<file path="src/rtl/rfs_pkg.sv">
package rfs_pkg;
    typedef enum logic [1:0] {
        FC_NONE  = 2'b00,
        FC_OVER  = 2'b01,
        FC_UNDER = 2'b10,
        FC_THERM = 2'b11
    } fault_code_e;

    typedef struct packed {
        fault_code_e lat;
        fault_code_e code;
        logic        sr;
        logic        off;
        logic        pgl;
    } sup_state_t;
endpackage

</file>
<file path="src/rtl/rfs_sync.sv">
module rfs_sync #(
    parameter int WIDTH  = 4,
    parameter int STAGES = 2
) (
    input  logic             clk,
    input  logic             rst_n,
    input  logic [WIDTH-1:0] din,
    output logic [WIDTH-1:0] dout
);
    logic [WIDTH-1:0] stg_q [STAGES];

    always_ff @(posedge clk or negedge rst_n) begin
        if (!rst_n) begin
            for (int i = 0; i < STAGES; i++) stg_q[i] <= '0;
        end else begin
            stg_q[0] <= din;
            for (int i = 1; i < STAGES; i++) stg_q[i] <= stg_q[i-1];
        end
    end

    assign dout = stg_q[STAGES-1];
endmodule

</file>
<file path="src/rtl/rfs_toggle_det.sv">
module rfs_toggle_det #(
    parameter int N = 2
) (
    input  logic         clk,
    input  logic         rst_n,
    input  logic [N-1:0] lvl,
    output logic         clr_pulse
);
    typedef struct packed {
        logic [N-1:0] prev;
        logic [N-1:0] armed;
    } tog_state_t;

    tog_state_t st_d, st_q;
    logic [N-1:0] fell, rose;

    always_comb begin
        fell       = st_q.prev & ~lvl;
        rose       = ~st_q.prev & lvl;
        st_d.prev  = lvl;
        st_d.armed = (st_q.armed | fell) & ~rose;
        clr_pulse  = |(rose & st_q.armed);
    end

    always_ff @(posedge clk or negedge rst_n) begin
        if (!rst_n) st_q <= '0;
        else        st_q <= st_d;
    end
endmodule

</file>
<file path="src/rtl/rail_fault_supervisor.sv">
module rail_fault_supervisor
    import rfs_pkg::*;
#(
    parameter int N_RAILS     = 2,
    parameter int SYNC_STAGES = 2
) (
    input  logic               clk,
    input  logic               rst_n,
    input  logic [N_RAILS-1:0] ov_flag,
    input  logic [N_RAILS-1:0] uvs_flag,
    input  logic [N_RAILS-1:0] dip_flag,
    input  logic [N_RAILS-1:0] uv_en,
    input  logic               otemp,
    input  logic               shdn_n,
    input  logic               run_a,
    input  logic               vin_low,
    output logic [1:0]         fault_code,
    output logic               rails_off,
    output logic               sr_force_on,
    output logic               pg_low
);
    localparam int SYNC_W = 4 * N_RAILS + 4;
    localparam int OFS_OV = 3 * N_RAILS + 4;
    localparam int OFS_UV = 2 * N_RAILS + 4;
    localparam int OFS_DP = N_RAILS + 4;
    localparam int OFS_EN = 4;

    logic [SYNC_W-1:0]  raw_bus, syn_bus;
    logic [N_RAILS-1:0] ov_s, uvs_s, dip_s, uv_en_s;
    logic               otemp_s, shdn_n_s, run_a_s, vin_low_s;
    logic               ctrl_clr;
    logic               any_ov, any_uv, latched;
    sup_state_t         st_d, st_q;

    assign raw_bus = {ov_flag, uvs_flag, dip_flag, uv_en, otemp, shdn_n, run_a, vin_low};

    rfs_sync #(.WIDTH(SYNC_W), .STAGES(SYNC_STAGES)) u_sync (
        .clk  (clk),
        .rst_n(rst_n),
        .din  (raw_bus),
        .dout (syn_bus)
    );

    assign ov_s      = syn_bus[OFS_OV +: N_RAILS];
    assign uvs_s     = syn_bus[OFS_UV +: N_RAILS];
    assign dip_s     = syn_bus[OFS_DP +: N_RAILS];
    assign uv_en_s   = syn_bus[OFS_EN +: N_RAILS];
    assign otemp_s   = syn_bus[3];
    assign shdn_n_s  = syn_bus[2];
    assign run_a_s   = syn_bus[1];
    assign vin_low_s = syn_bus[0];

    rfs_toggle_det #(.N(2)) u_tog (
        .clk      (clk),
        .rst_n    (rst_n),
        .lvl      ({shdn_n_s, run_a_s}),
        .clr_pulse(ctrl_clr)
    );

    always_comb begin
        st_d   = st_q;
        any_ov = |ov_s;
        any_uv = |(uvs_s & uv_en_s);
        if (vin_low_s || ctrl_clr) begin
            st_d.lat = FC_NONE;
            st_d.sr  = 1'b0;
        end else begin
            if (st_q.lat == FC_NONE) begin
                if (any_ov)      st_d.lat = FC_OVER;
                else if (any_uv) st_d.lat = FC_UNDER;
            end
            if (any_ov) st_d.sr = 1'b1;
        end
        latched   = (st_d.lat != FC_NONE);
        st_d.off  = latched | otemp_s;
        st_d.code = latched ? st_d.lat : (otemp_s ? FC_THERM : FC_NONE);
        st_d.pgl  = st_d.off | (|dip_s);
    end

    always_ff @(posedge clk or negedge rst_n) begin
        if (!rst_n) begin
            st_q      <= '0;
            st_q.pgl  <= 1'b1;
        end else begin
            st_q <= st_d;
        end
    end

    assign fault_code  = st_q.code;
    assign rails_off   = st_q.off;
    assign sr_force_on = st_q.sr;
    assign pg_low      = st_q.pgl;
endmodule

</file>
<file path="config.mk">
export PLATFORM = sky130hd
export DESIGN_NAME = rail_fault_supervisor
export DESIGN_NICKNAME = d
export VERILOG_FILES = /design/src/rtl/rfs_pkg.sv /design/src/rtl/rfs_sync.sv /design/src/rtl/rfs_toggle_det.sv /design/src/rtl/rail_fault_supervisor.sv
export SDC_FILE = /design/constraint.sdc
export NUM_CORES = 1
export LEC_CHECK = 0
export BUFFER_PORTS_ARGS = -buffer_cell sky130_fd_sc_hd__clkbuf_2
export CORE_ASPECT_RATIO = 1.4
export CORE_MARGIN = 10
export CORE_UTILIZATION = 53
export CTS_BUF_LIST = sky130_fd_sc_hd__clkbuf_8
export DETAILED_ROUTE_END_ITERATION = 12
export PLACE_DENSITY = 0.73
export SETUP_SLACK_MARGIN = 0.02
export SYNTH_ARGS = -nofsm -noshare
export SYNTH_HDL_FRONTEND = slang
export SYNTH_SLANG_ARGS = --single-unit
</file>
<file path="constraint.sdc">
create_clock -name clk -period 3.3 [get_ports clk]
set_clock_uncertainty 0.1 [all_clocks]
set_input_delay 0.165 -clock clk [delete_from_list [all_inputs] [get_ports clk]]
set_output_delay 0.165 -clock clk [all_outputs]
set_load 0.05 [all_outputs]
</file>
### After elaboration in Yosys (flattened, before gate mapping)

Cells that the tools add are included.

| word-level totals | value |
|---|---|
| register bits | 35 |
| input port bits | 14 |
| output and inout bits | 5 |

| operators by class | value |
|---|---|
| muxes and demuxes | 8 |
| bitwise operators | 11 |
| reduce and logical (&&, ||, !) cells | 8 |

Operator list:

| cell | number |
|---|---|
| 2-bit two-way mux | 6 |
| 2-bit AND | 5 |
| 2-bit OR reduction | 4 |
| 2-bit inverter | 3 |
| 2-bit nonzero test | 2 |
| 2-bit logical NOT | 1 |
| 1-bit two-way mux | 2 |
| 1-bit bitwise OR | 2 |
| 2-bit bitwise OR | 1 |
| 1-bit logical OR | 1 |

### Longest topological paths before layout

| logic depth | value |
|---|---|
| depth in word-level cells | 9 |
| depth in mapped cells | 3 |
| mapped depth without buffers | 3 |

### Modules after synthesis

A second synthesis with hierarchy kept.

| second synthesis, totals | value |
|---|---|
| cell total of the unflattened synthesis | 74 |
| area total of the unflattened synthesis | 1149.9 µm² |

Modules (own cells, without submodules):

| module | times used | cells an instance | area an instance (µm²) | seq. area each (µm²) |
|---|---|---|---|---|
| rfs_sync | 1 | 36 | 690.7 | 600.6 |
| rail_fault_supervisor | 1 | 27 | 315.3 | 176.4 |
| rfs_toggle_det | 1 | 11 | 143.9 | 100.1 |

### Worst setup path before layout

Ideal clock, no wire load.

| timing path | value |
|---|---|
| path type | reg2reg |
| start | register u_tog.st_q[0] in the netlist's numbering |
| end | register st_q (netlist bit fault_code[1]) |
| arrival | 1.242 ns |
| required time | 3.074 ns |
| path slack | 1.832 ns |
| cell stages (with the launch flop) | 4 |
| buffers on the path | 0 |
| clock period less this slack | 1.468 ns |
| path through | dfrtp_1 -> and3b_1 -> or3_4 -> o32a_1 |

RTL lines:

| element | line | text |
|---|---|---|
| from (decl) | rfs_toggle_det.sv:14 | `tog_state_t st_d, st_q;` |
| from (signal assigned) | rfs_toggle_det.sv:27 | `else st_q <= st_d;` |
| to (signal assigned) | rail_fault_supervisor.sv:85 | `st_q <= st_d;` |
| to (decl) | rail_fault_supervisor.sv:33 | `sup_state_t st_d, st_q;` |

==> metrics.md <==
| Metric | Value |
|---|---|
| Post-Syn Instances | 63 |
| # DRC | 0 |
| Crit path DAT | 1.59 ns |
| NumNets Final | 113 |
| Crit-path cells | and3b_1 -> or3_4 -> o32a_1 |
| Yosys reg bits | 35 |
| Vias | 604 |
| Die H | 72.9 um |
| CP Capture Type | register |
| CTS tree | built |
| Clock Tree Root | clkbuf_8 |
| Worst flop-to-flop path endpoint | fault_code[1] |
| Die width | 57.8 um |
| Fin crit share | 46.5% |
| Clk Latency, worst-skew pair | 0.28 ns |
| Power density over the cells | 601 nW/um^2 |
| WL/cell | 13.4 um |
| CP bufs+invs | 0 |
| Synth Area per Inst | 16.8 um^2 |
| Core Area | 1930 um^2 |
| ANT cells | 0 |
| Global Route Usage Sum | 8.71% |
| CP max FO | 5 |
| Tmin final | 1.53 ns |
| Flop-to-flop setup slack | 1.77 ns |
| Row count | 19 |
| WL final | 1610 um |
| Initial Util | 55.1% |
| Finished Core Util | 71.7% |
| CP Launch Type | register |
| Netlist cell types | 18 |
| DRT antenna net count | 0 |
| Final hold violation count | 0 |
| Post-CTS setup repair buffer count | 0 |
| Mapped cell area | 1060 um^2 |
| Post-DP HPWL | 1080 um |
| CTS buffer count | 5 |
| Fraction of layout cells with a size suffix above 1 | 27.3% |
| Routability Congestion | 0.740 |
| Worst vdd ir | 566 uV |
| Clock Path Buffers | 2 |
| Min-delay src | u_sync.stg_q[13] |
| Sequential share of the synthesized area | 82.7% |
| Vias per cell | 5.03 |
| Hold path cells | 0 |
| CP max stage delay | 0.39 ns |
| First-pass GRT wire length | 2680 um |
| Grt total ovfl | 0 |
| Crit-path leading delay family | simple AND/OR/NAND/NOR gates |
| Yosys Warn Count | 0 |
| Port-buffer cells | 18 |
| RSZ-0062 raised after global routing | no |
| TritonRoute pass-1 iters | 2 |
| Setup TNS | 0 ns |
| Worst path slowest cell | dfrtp_1 |
| Io pins | 19 |
| Area growth from synthesis to layout | 30.1% |
| Initial antenna violation count | 0 |
| Worst hold-check path type | register to register |
| Crit path required time | 3.36 ns |
| Die ar. | 4220 um^2 |
| Crit path kind | register to register |
| Final Max Tran Viols | 0 |
| FF-to-FF Start | u_sync.dout[1] |
| Initial DRC count | 3 |
| Worst reg2reg path depth | 3 |
| Worst relative slew slack | 47.6% |
| Slew of the pin with the lowest slew margin | 0.786 ns |
| Worst Hold End | u_sync.dout[1] |
| Vias in the first global route | 665 |
| Leakage | 0.662 nW |
| Synth Net Count | 77 |
| Status | finished clean |
| Final setup viols | 0 |
| H-tree Lvls | 2 |
| Largest net degree at the start of global routing | 36 |
| F_max | 0.652 GHz |
| Post-CTS Resized | 0 |
| Clock-pin slew on the worst setup and hold paths | 0.06 ns |
| Number of max-cap violations | 0 |
| Clk sinks | 35 |
per-stage QoR:
step / hold WS (ns) / std cells / setup slack (ns) / power [mW] / instance area [um^2]
final: 0.240 / 120 / 1.77 / 0.829 / 1380
after global routing: 0.250 / 120 / 1.73 / 0.869 / 1380
after CTS: 0.241 / 120 / 1.76 / 0.842 / 1380
after detailed placement: 0.175 / 100 / 1.77 / 0.534 / 1160
after global placement: 0.173 / 100 / 1.81 / 0.531 / 1160
after floorplan: -0.231 / 63 / 1.83 / 0.511 / 1060
where the power goes:
group / total [mW] / leakage, nW / internal [mW] / switching [mW]
Combinational: 0.0709 / 0.205 / 0.0293 / 0.0416
Sequential: 0.466 / 0.410 / 0.455 / 0.0109
Clock: 0.293 / 0.0470 / 0.163 / 0.129
flip-flops by register name, indices dropped and copies added, names as in the netlist:
name and count:
u_sync.stg_q 12, st_q 2, u_tog.st_q 4, pg_low 1
rails_off 1, sr_force_on 1, u_sync.dout 12, fault_code 2
area by class of cell:
class / count / area (um^2)
clock buffers: 6 / 82.6
clock inverters: 1 / 5.00
fillers: 124 / 546
inverters: 5 / 18.8
multi-input cells: 21 / 150
flip-flops and latches: 35 / 877
well taps: 21 / 26.3
repair buffers: 31 / 220
worst max-delay path by stage:
stage / startpoint / end / depth (start not counted)
floorplan: u_tog.st_q[0] / fault_code[1] / 3
finish: u_sync.dout[1] / fault_code[1] / 3
detailed placement: u_sync.dout[1] / fault_code[1] / 3
global route: u_sync.dout[1] / fault_code[1] / 3
CTS: u_sync.dout[1] / fault_code[1] / 3
global placement: u_tog.st_q[0] / fault_code[1] / 3
cell usage after synthesis (all sizes together):
library cell	n	area share [%]
a21oi	1	0.47
dfstp	1	2.5
maj3	2	1.9
and2	1	0.59
dfrtp	34	80
and3b	2	1.7
buf	2	1.4
o21bai	1	0.71
or3	1	1.1
inv	5	1.8
nor2	2	0.71
a221oi	1	0.83
a2111o	1	1.1
o21ai	3	1.4
nor3	3	1.4
nor4	1	0.59
a22o	1	0.83
o32a	1	0.94
layout by cell type (no fill, tap or decap), drive strengths merged:
master	netlist	final
inv	5	5
nor2	2	2
nor4	1	1
a22o	1	1
o32a	1	1
a221oi	1	1
clkinv	0	1
o21bai	1	1
and2	1	1
dfrtp	34	34
or3	1	1
a2111o	1	1
clkbuf	0	24
o21ai	3	3
dfstp	1	1
dlygate4sd3	0	13
a21oi	1	1
and3b	2	2
nor3	3	3
maj3	2	2
repair_timing:
item                       in CTS  in global routing
setup endpoints to repair       0                  0
hold buffers                   13                  0
hold endpoints to repair       46                  0
layer usage:
layer,wire [um],track usage (%),up-vias
met2,845,14.7,21
met3,178,6.97,5
li1,-,-,281
met5,0,0,-
met1,555,6.47,297
met4,32,5.50,0
worst reg2reg max path: stages, from the launching register on:
cell and delay, ns:
dfrtp_1 0.39, and3b_1 0.19, or3_4 0.39, o32a_1 0.34
cell families (layout without fill, tap and decap cells):
family | after synthesis | count (layout) | synth area share, %
adder cells (fa/ha/maj) | 2 | 2 | 1.89
AO/OA/AOI/OAI | 9 | 9 | 6.25
buffers and inverters | 7 | 43 | 3.18
flip-flops | 35 | 35 | 82.7
AND/OR/NAND/NOR | 10 | 10 | 6.01
No activity file was read; power rests on OpenSTA's default activity.
